===== config.mk =====
export PLATFORM = sky130hd
export DESIGN_NAME = cpl_tag_tracker
export DESIGN_NICKNAME = d
export VERILOG_FILES = /design/src/rtl/cpl_trk_pkg.sv /design/src/rtl/cto_limit_sel.sv /design/src/rtl/lowest_pick.sv /design/src/rtl/tag_slot.sv /design/src/rtl/cpl_tag_tracker.sv
export SDC_FILE = /design/constraint.sdc
export NUM_CORES = 1
export LEC_CHECK = 0
export ABC_CLOCK_PERIOD_IN_PS = 7200
export CORE_MARGIN = 5
export CORE_UTILIZATION = 44
export CTS_BUF_LIST = sky130_fd_sc_hd__clkbuf_16
export CTS_CLUSTER_SIZE = 20
export DETAILED_ROUTE_END_ITERATION = 7
export SLEW_MARGIN = 40
export SYNTH_ARGS = -nofsm -noshare
export SYNTH_HDL_FRONTEND = slang
export SYNTH_SLANG_ARGS = --single-unit

===== constraint.sdc =====
create_clock -name clk -period 7.2 [get_ports clk]
set_input_delay 1.08 -clock clk [delete_from_list [all_inputs] [get_ports clk]]
set_output_delay 1.08 -clock clk [all_outputs]
set_load 0.02 [all_outputs]

===== src/rtl/cpl_trk_pkg.sv =====
package cpl_trk_pkg;

   // Range codes understood on the control input; any other code selects the default count
   typedef enum logic [3:0] {
      RNG_NONE = 4'd0,
      RNG_A    = 4'd1,
      RNG_B    = 4'd2,
      RNG_C    = 4'd3,
      RNG_D    = 4'd4
   } rng_code_e;

   localparam int NUM_RANGES = 4;

endpackage


===== src/rtl/cto_limit_sel.sv =====
module cto_limit_sel
   import cpl_trk_pkg::*;
#(
   parameter int CNT_W   = 16,
   parameter bit PROG_EN = 1'b1,
   parameter int TC_A    = 8,
   parameter int TC_B    = 16,
   parameter int TC_C    = 32,
   parameter int TC_D    = 64,
   parameter int TC_DEF  = 20
) (
   input  logic [3:0]       ctl_range,
   output logic [CNT_W-1:0] limit,
   output logic [3:0]       cap_ranges
);

   localparam longint CNT_SPAN = longint'(1) << CNT_W;

   if (TC_A < 1 || TC_B < 1 || TC_C < 1 || TC_D < 1 || TC_DEF < 1) begin : g_bad_zero
      $error("cto_limit_sel: terminal counts must be at least 1");
   end
   if (longint'(TC_A) >= CNT_SPAN || longint'(TC_B) >= CNT_SPAN ||
       longint'(TC_C) >= CNT_SPAN || longint'(TC_D) >= CNT_SPAN ||
       longint'(TC_DEF) >= CNT_SPAN) begin : g_bad_width
      $error("cto_limit_sel: CNT_W too narrow for a terminal count");
   end

   if (PROG_EN) begin : g_prog
      always_comb begin
         case (rng_code_e'(ctl_range))
            RNG_A:   limit = CNT_W'(TC_A);
            RNG_B:   limit = CNT_W'(TC_B);
            RNG_C:   limit = CNT_W'(TC_C);
            RNG_D:   limit = CNT_W'(TC_D);
            default: limit = CNT_W'(TC_DEF);
         endcase
      end
      assign cap_ranges = 4'((1 << NUM_RANGES) - 1);
   end else begin : g_fixed
      logic unused_ctl;
      assign unused_ctl = ^ctl_range;
      assign limit      = CNT_W'(TC_DEF);
      assign cap_ranges = 4'b0000;
   end

endmodule


===== src/rtl/lowest_pick.sv =====
module lowest_pick #(
   parameter int N     = 8,
   parameter int IDX_W = 3
) (
   input  logic [N-1:0]     req,
   output logic             any,
   output logic [IDX_W-1:0] idx
);

   if (N < 1 || N > (1 << IDX_W)) begin : g_bad_n
      $error("lowest_pick: N does not fit IDX_W");
   end

   always_comb begin
      any = 1'b0;
      idx = '0;
      for (int i = N - 1; i >= 0; i--) begin
         if (req[i]) begin
            any = 1'b1;
            idx = IDX_W'(i);
         end
      end
   end

endmodule


===== src/rtl/tag_slot.sv =====
module tag_slot #(
   parameter int RID_W = 16,
   parameter int CNT_W = 16
) (
   input  logic             clk,
   input  logic             rst,
   input  logic             alloc,
   input  logic [RID_W-1:0] alloc_rid,
   input  logic [CNT_W-1:0] alloc_lim,
   input  logic             clear,
   output logic             vld,
   output logic [RID_W-1:0] rid,
   output logic             expired
);

   logic [CNT_W-1:0] cnt;
   logic [CNT_W-1:0] lim;

   always_ff @(posedge clk) begin
      if (rst) begin
         vld <= 1'b0;
         rid <= '0;
         cnt <= '0;
         lim <= '0;
      end else if (clear) begin
         vld <= 1'b0;
      end else if (alloc) begin
         vld <= 1'b1;
         rid <= alloc_rid;
         cnt <= '0;
         lim <= alloc_lim;
      end else if (vld && cnt < lim) begin
         cnt <= cnt + 1'b1;
      end
   end

   // waiting entry holds at its limit until the timeout is granted
   assign expired = vld && (cnt >= lim);


   cnt_cap_chk: assert property (@(posedge clk) disable iff (rst)
      vld |-> cnt <= lim);


   no_double_use_chk: assert property (@(posedge clk) disable iff (rst)
      alloc |-> !vld);


   lim_hold_chk: assert property (@(posedge clk) disable iff (rst)
      (vld && $past(vld) && !$past(alloc)) |-> $stable(lim));

endmodule


===== src/rtl/cpl_tag_tracker.sv =====
module cpl_tag_tracker
   import cpl_trk_pkg::*;
#(
   parameter int NUM_TAGS = 8,
   parameter int RID_W    = 16,
   parameter int CNT_W    = 16,
   parameter bit PROG_EN  = 1'b1,
   parameter int TC_A     = 8,
   parameter int TC_B     = 16,
   parameter int TC_C     = 32,
   parameter int TC_D     = 64,
   parameter int TC_DEF   = 20,
   localparam int TAG_W   = (NUM_TAGS > 1) ? $clog2(NUM_TAGS) : 1
) (
   input  logic             clk,
   input  logic             rst,
   input  logic [3:0]       ctl_range,
   output logic [3:0]       cap_ranges,
   input  logic             req_valid,
   input  logic [RID_W-1:0] req_rid,
   output logic             req_ready,
   output logic [TAG_W-1:0] req_tag,
   input  logic             cpl_valid,
   input  logic [RID_W-1:0] cpl_rid,
   input  logic [TAG_W-1:0] cpl_tag,
   output logic             cto_pulse,
   output logic [TAG_W-1:0] cto_tag,
   output logic             uc_pulse,
   output logic [TAG_W-1:0] uc_tag
);

   if (NUM_TAGS < 1 || NUM_TAGS > 256) begin : g_bad_tags
      $error("cpl_tag_tracker: NUM_TAGS out of range");
   end
   if (RID_W < 1) begin : g_bad_rid
      $error("cpl_tag_tracker: RID_W must be positive");
   end

   logic [NUM_TAGS-1:0] vld;
   logic [NUM_TAGS-1:0] exp_vec;
   logic [NUM_TAGS-1:0] hit_vec;
   logic [NUM_TAGS-1:0] alloc_vec;
   logic [NUM_TAGS-1:0] clr_vec;
   logic [RID_W-1:0]    slot_rid [NUM_TAGS];
   logic [CNT_W-1:0]    sel_lim;
   logic                accept;
   logic                cpl_hit;
   logic                cto_any;
   logic [TAG_W-1:0]    cto_idx;

   cto_limit_sel #(
      .CNT_W  (CNT_W),
      .PROG_EN(PROG_EN),
      .TC_A   (TC_A),
      .TC_B   (TC_B),
      .TC_C   (TC_C),
      .TC_D   (TC_D),
      .TC_DEF (TC_DEF)
   ) u_lim (
      .ctl_range (ctl_range),
      .limit     (sel_lim),
      .cap_ranges(cap_ranges)
   );

   // free-tag allocator: lowest free entry
   lowest_pick #(.N(NUM_TAGS), .IDX_W(TAG_W)) u_alloc (
      .req(~vld),
      .any(req_ready),
      .idx(req_tag)
   );

   // timeout arbiter: lowest due entry not being answered this cycle
   lowest_pick #(.N(NUM_TAGS), .IDX_W(TAG_W)) u_cto (
      .req(exp_vec & ~hit_vec),
      .any(cto_any),
      .idx(cto_idx)
   );

   assign accept  = req_valid && req_ready;
   assign cpl_hit = |hit_vec;

   for (genvar t = 0; t < NUM_TAGS; t++) begin : g_slot
      tag_slot #(.RID_W(RID_W), .CNT_W(CNT_W)) u_slot (
         .clk      (clk),
         .rst      (rst),
         .alloc    (alloc_vec[t]),
         .alloc_rid(req_rid),
         .alloc_lim(sel_lim),
         .clear    (clr_vec[t]),
         .vld      (vld[t]),
         .rid      (slot_rid[t]),
         .expired  (exp_vec[t])
      );

      assign hit_vec[t]   = cpl_valid && vld[t] && (cpl_tag == TAG_W'(t)) &&
                            (slot_rid[t] == cpl_rid);
      assign alloc_vec[t] = accept && (req_tag == TAG_W'(t));
      assign clr_vec[t]   = hit_vec[t] || (cto_any && (cto_idx == TAG_W'(t)));


      cto_was_live_chk: assert property (@(posedge clk) disable iff (rst)
         (cto_pulse && cto_tag == TAG_W'(t)) |-> ($past(vld[t]) && !vld[t]));


      hit_no_cto_chk: assert property (@(posedge clk) disable iff (rst)
         hit_vec[t] |=> !(cto_pulse && cto_tag == TAG_W'(t)));
   end

   always_ff @(posedge clk) begin
      if (rst) begin
         cto_pulse <= 1'b0;
         cto_tag   <= '0;
         uc_pulse  <= 1'b0;
         uc_tag    <= '0;
      end else begin
         cto_pulse <= cto_any;
         cto_tag   <= cto_idx;
         uc_pulse  <= cpl_valid && !cpl_hit;
         uc_tag    <= cpl_tag;
      end
   end


   rst_clear_chk: assert property (@(posedge clk)
      rst |=> (!cto_pulse && !uc_pulse && vld == '0));


   alloc_live_chk: assert property (@(posedge clk) disable iff (rst)
      accept |=> vld[$past(req_tag)]);


   uc_from_cpl_chk: assert property (@(posedge clk) disable iff (rst)
      uc_pulse |-> $past(cpl_valid));


   hit_no_uc_chk: assert property (@(posedge clk) disable iff (rst)
      cpl_hit |=> !uc_pulse);


   one_grant_chk: assert property (@(posedge clk) disable iff (rst)
      $countones(clr_vec & ~hit_vec) <= 1);

endmodule


==> impl_metrics.ini <==
[clock_tree]
cts_buffers = 36
cts-htree-levels = 2
path_clk_slew_ps = 60
clk_latency_ps = 550
ctsHoldBuffers = 0
cts_tree = built
clock_sinks = 312
cts_resized = 0
postCtsSetupBuffers = 0
root_buffer = clkbuf_16
clock_path_buffers = 3

[sta]
fin_skew_ps = 22.8
slew_viol_final = 0
setup_viol = 0
hold_ws_ps = 452
fin_setup_tns_ps = 0
relSlewSlack_pct = 46.3
worst_slew_pin_slew_ps = 802
period_needed_ps = 4100
hold_violations = 0
final.period_utilization_pct = 56.9
rsz0062_at_grt = false
fmax_mhz = 244

[flow_run]
max_cap_violations = 0

[yosys]
yosys.area.top_type = dfxtp_1
postSynthCellCount = 1791
syn_area_per_cell_um2 = 8.36
ys_warn_count = 0
ys_types = 75
synthesis.area_um2 = 15000
yosysTopAreaCellShare_pct = 41.7
synth_edf_count = 0
synthArstFlopShare_pct = 0
synthFlopType = dfxtp_1
synthTopCellsByArea = dfxtp_1 (42%), nand2_1 (7.5%), a21oi_1 (6.4%), xor2_1 (5.1%), ha_1 (4.7%)
ys_ff_latch = 312
synth.yosys.seq_area_share_pct = 41.7

[setup_path]
cp-end-kind = register
critical_path_class = in -> reg
cp.arrival_ps = 4520
path_cells = clkdlybuf4s50_1 > xnor2_1 > nand4_1 > nor3_1 > a211oi_2 > a21o_1 > o211ai_1 > nor3_1 > o21a_1
path_delay_family = compound AO/OA/AOI/OAI gates
start_kind = input pin
crit_top_cell = nor3_1
cp_slowest_cell = clkdlybuf4s50_1
required_ps = 7620
cp_max_fo = 8
max_stage_delay_ps = 870
path_buf_inv = 1

[finish]
synthToLayoutAreaGrowth_pct = 13.1
nFillCells = 3221
fin_util_pct = 50.5
fin_nets = 1895
antenna-diode-count = 0
fin_area_um2 = 16900
drive_gt1_share_pct = 6.33

[grt]
grt_pass1_wl_mm = 69.9
grt_max_degree = 111
antenna_found_initial = 0
grtUsageTotal_pct = 23.4
grt_pass1_vias = 12240
grt-ovfl-total = 0

[outcome]
status = finished clean

[die]
fp.dieH_um = 194
core_area_um2 = 33500
die-area_um2 = 37800
io_pins = 59
die_w_um = 194
initial_core_util_pct = 44.7
std_cell_rows = 67

[detailed_routing]
final_antenna_net_count = 0
met2_length_mm = 21.6
wl_mm = 45.1
dr.max_layer_used = met4
met1Wirelength_mm = 19.5
vias_per_cell = 5.55
drt_pass1_iterations = 5
met3_length_mm = 2.44
vias = 12578
drc_errors = 0
post_drt_wl_per_cell_um = 19.9
drt-initial-drc-count = 822

[placed_design]
hpwl_mm = 32.2
place_area_um2 = 15800
io_buffers = 54
place.gp.congestion = 0.920

[power_and_ir_drop]
leakage_nw = 6.28
power.density_nw_per_um2 = 220
vdd_drop_max_v = 0.000188

[min_path]
hold_path_class = reg -> reg
[Yosys cell counts (6+ instances only)]
cell and instances:
nor3_1 16, ha_1 56, xnor2_1 49, or3_1 25
a31oi_1 15, nand4_1 37, mux2i_1 51, o2111ai_1 7
buf_2 15, inv_1 83, and2_1 21, nand4b_1 7
buf_4 9, nor2_1 127, and3_1 47, nand2_1 300
nor2b_1 7, o21ai_1 6, o211ai_1 8, nand3_1 36
or4_1 16, o22a_1 7, o31ai_1 12, o21a_1 14
a21oi_1 191, nor4b_1 6, o21ai_0 21, dfxtp_1 312
clkbuf_1 77, xor2_1 87, nor4_1 45
[worst register-to-register path, delay by kind of cell (launching register included)]
family / cells / cell delay [ps]
AND/OR/NAND/NOR: 3 / 860
flip-flops: 1 / 330
AO/OA/AOI/OAI: 5 / 1610
buffers and inverters: 1 / 40
adder cells (fa/ha/maj): 1 / 170
[where the power goes]
group          switching (mW)  leakage, nW  internal (mW)  total (mW)
registers              0.0151         2.52           1.74        1.76
logic                   0.172         3.20         0.0856       0.258
clock network           0.720        0.560          0.986        1.71
[layer usage]
layer / vias up / GRT usage (%)
met5: - / 0
met4: 0 / 9.32
met3: 89 / 3.64
met2: 326 / 39.7
met1: 6000 / 29.9
li1: 6163 / -
[layout make-up]
cell class / instances / area (um2) / share of cell area (%)
multi-input combinational: 1288 / 8020 / 47.4
sequential: 312 / 6250 / 36.9
clock buffer: 38 / 951 / 5.62
timing repair buffer: 75 / 706 / 4.17
tap: 448 / 561 / 3.31
inverter: 83 / 312 / 1.84
clock inverter: 22 / 138 / 0.813
[cell families after synthesis]
| group | share of synthesized area, % |
|---|---|
| buffers and inverters | 5.46 |
| AO/OA/AOI/OAI | 13.5 |
| XOR/XNOR | 7.95 |
| AND/OR/NAND/NOR | 23.2 |
| adder cells (fa/ha/maj) | 4.68 |
| multiplexers | 3.41 |
| other | 0.0250 |
| flip-flops | 41.7 |
[state kept, by name (all words and copies together), names as in the netlist]
name               count
cto_tag                3
g_slot.u_slot.rid    128
cto_pulse              1
g_slot.u_slot.cnt    128
uc_tag                 3
uc_pulse               1
g_slot.u_slot.lim     40
g_slot.u_slot.vld      8
[worst paths after layout]
kind,to,slack (ps),cells after the start,from
max,g_slot[2].u_slot.cnt[13],3100,9,cpl_rid[0]
min,g_slot[4].u_slot.lim[3],450,2,g_slot[4].u_slot.lim[3]
max reg2reg,g_slot[2].u_slot.cnt[13],4060,10,g_slot[1].u_slot.lim[6]
min reg2reg,g_slot[4].u_slot.lim[3],450,2,g_slot[4].u_slot.lim[3]
[stage by stage]
step           cells  total power [mW]  setup slack [ps]
5_1_grt         2266              3.86              2880
3_3_place_gp    2202              2.05              2340
4_1_cts         2265              3.76              2970
2_1_floorplan   1794              1.96              3890
6_report        2266              3.72              3100
3_5_place_dp    2205              2.05              2400
[cells in the final DEF (no fill, tap or decap), types with 19 or more instances in the layout]
master             n
nand2_1          300
xor2_1            87
xnor2_1           49
o21ai_0           21
and2_1            21
dfxtp_1          312
inv_1             89
and3_1            47
nor2_1           122
nand4_1           37
clkbuf_16         38
ha_1              56
buf_4             19
nor4_1            45
nand3_1           36
or3_1             25
clkdlybuf4s50_1   53
mux2i_1           51
a21oi_1          191
(Power assumes the default switching activity.)
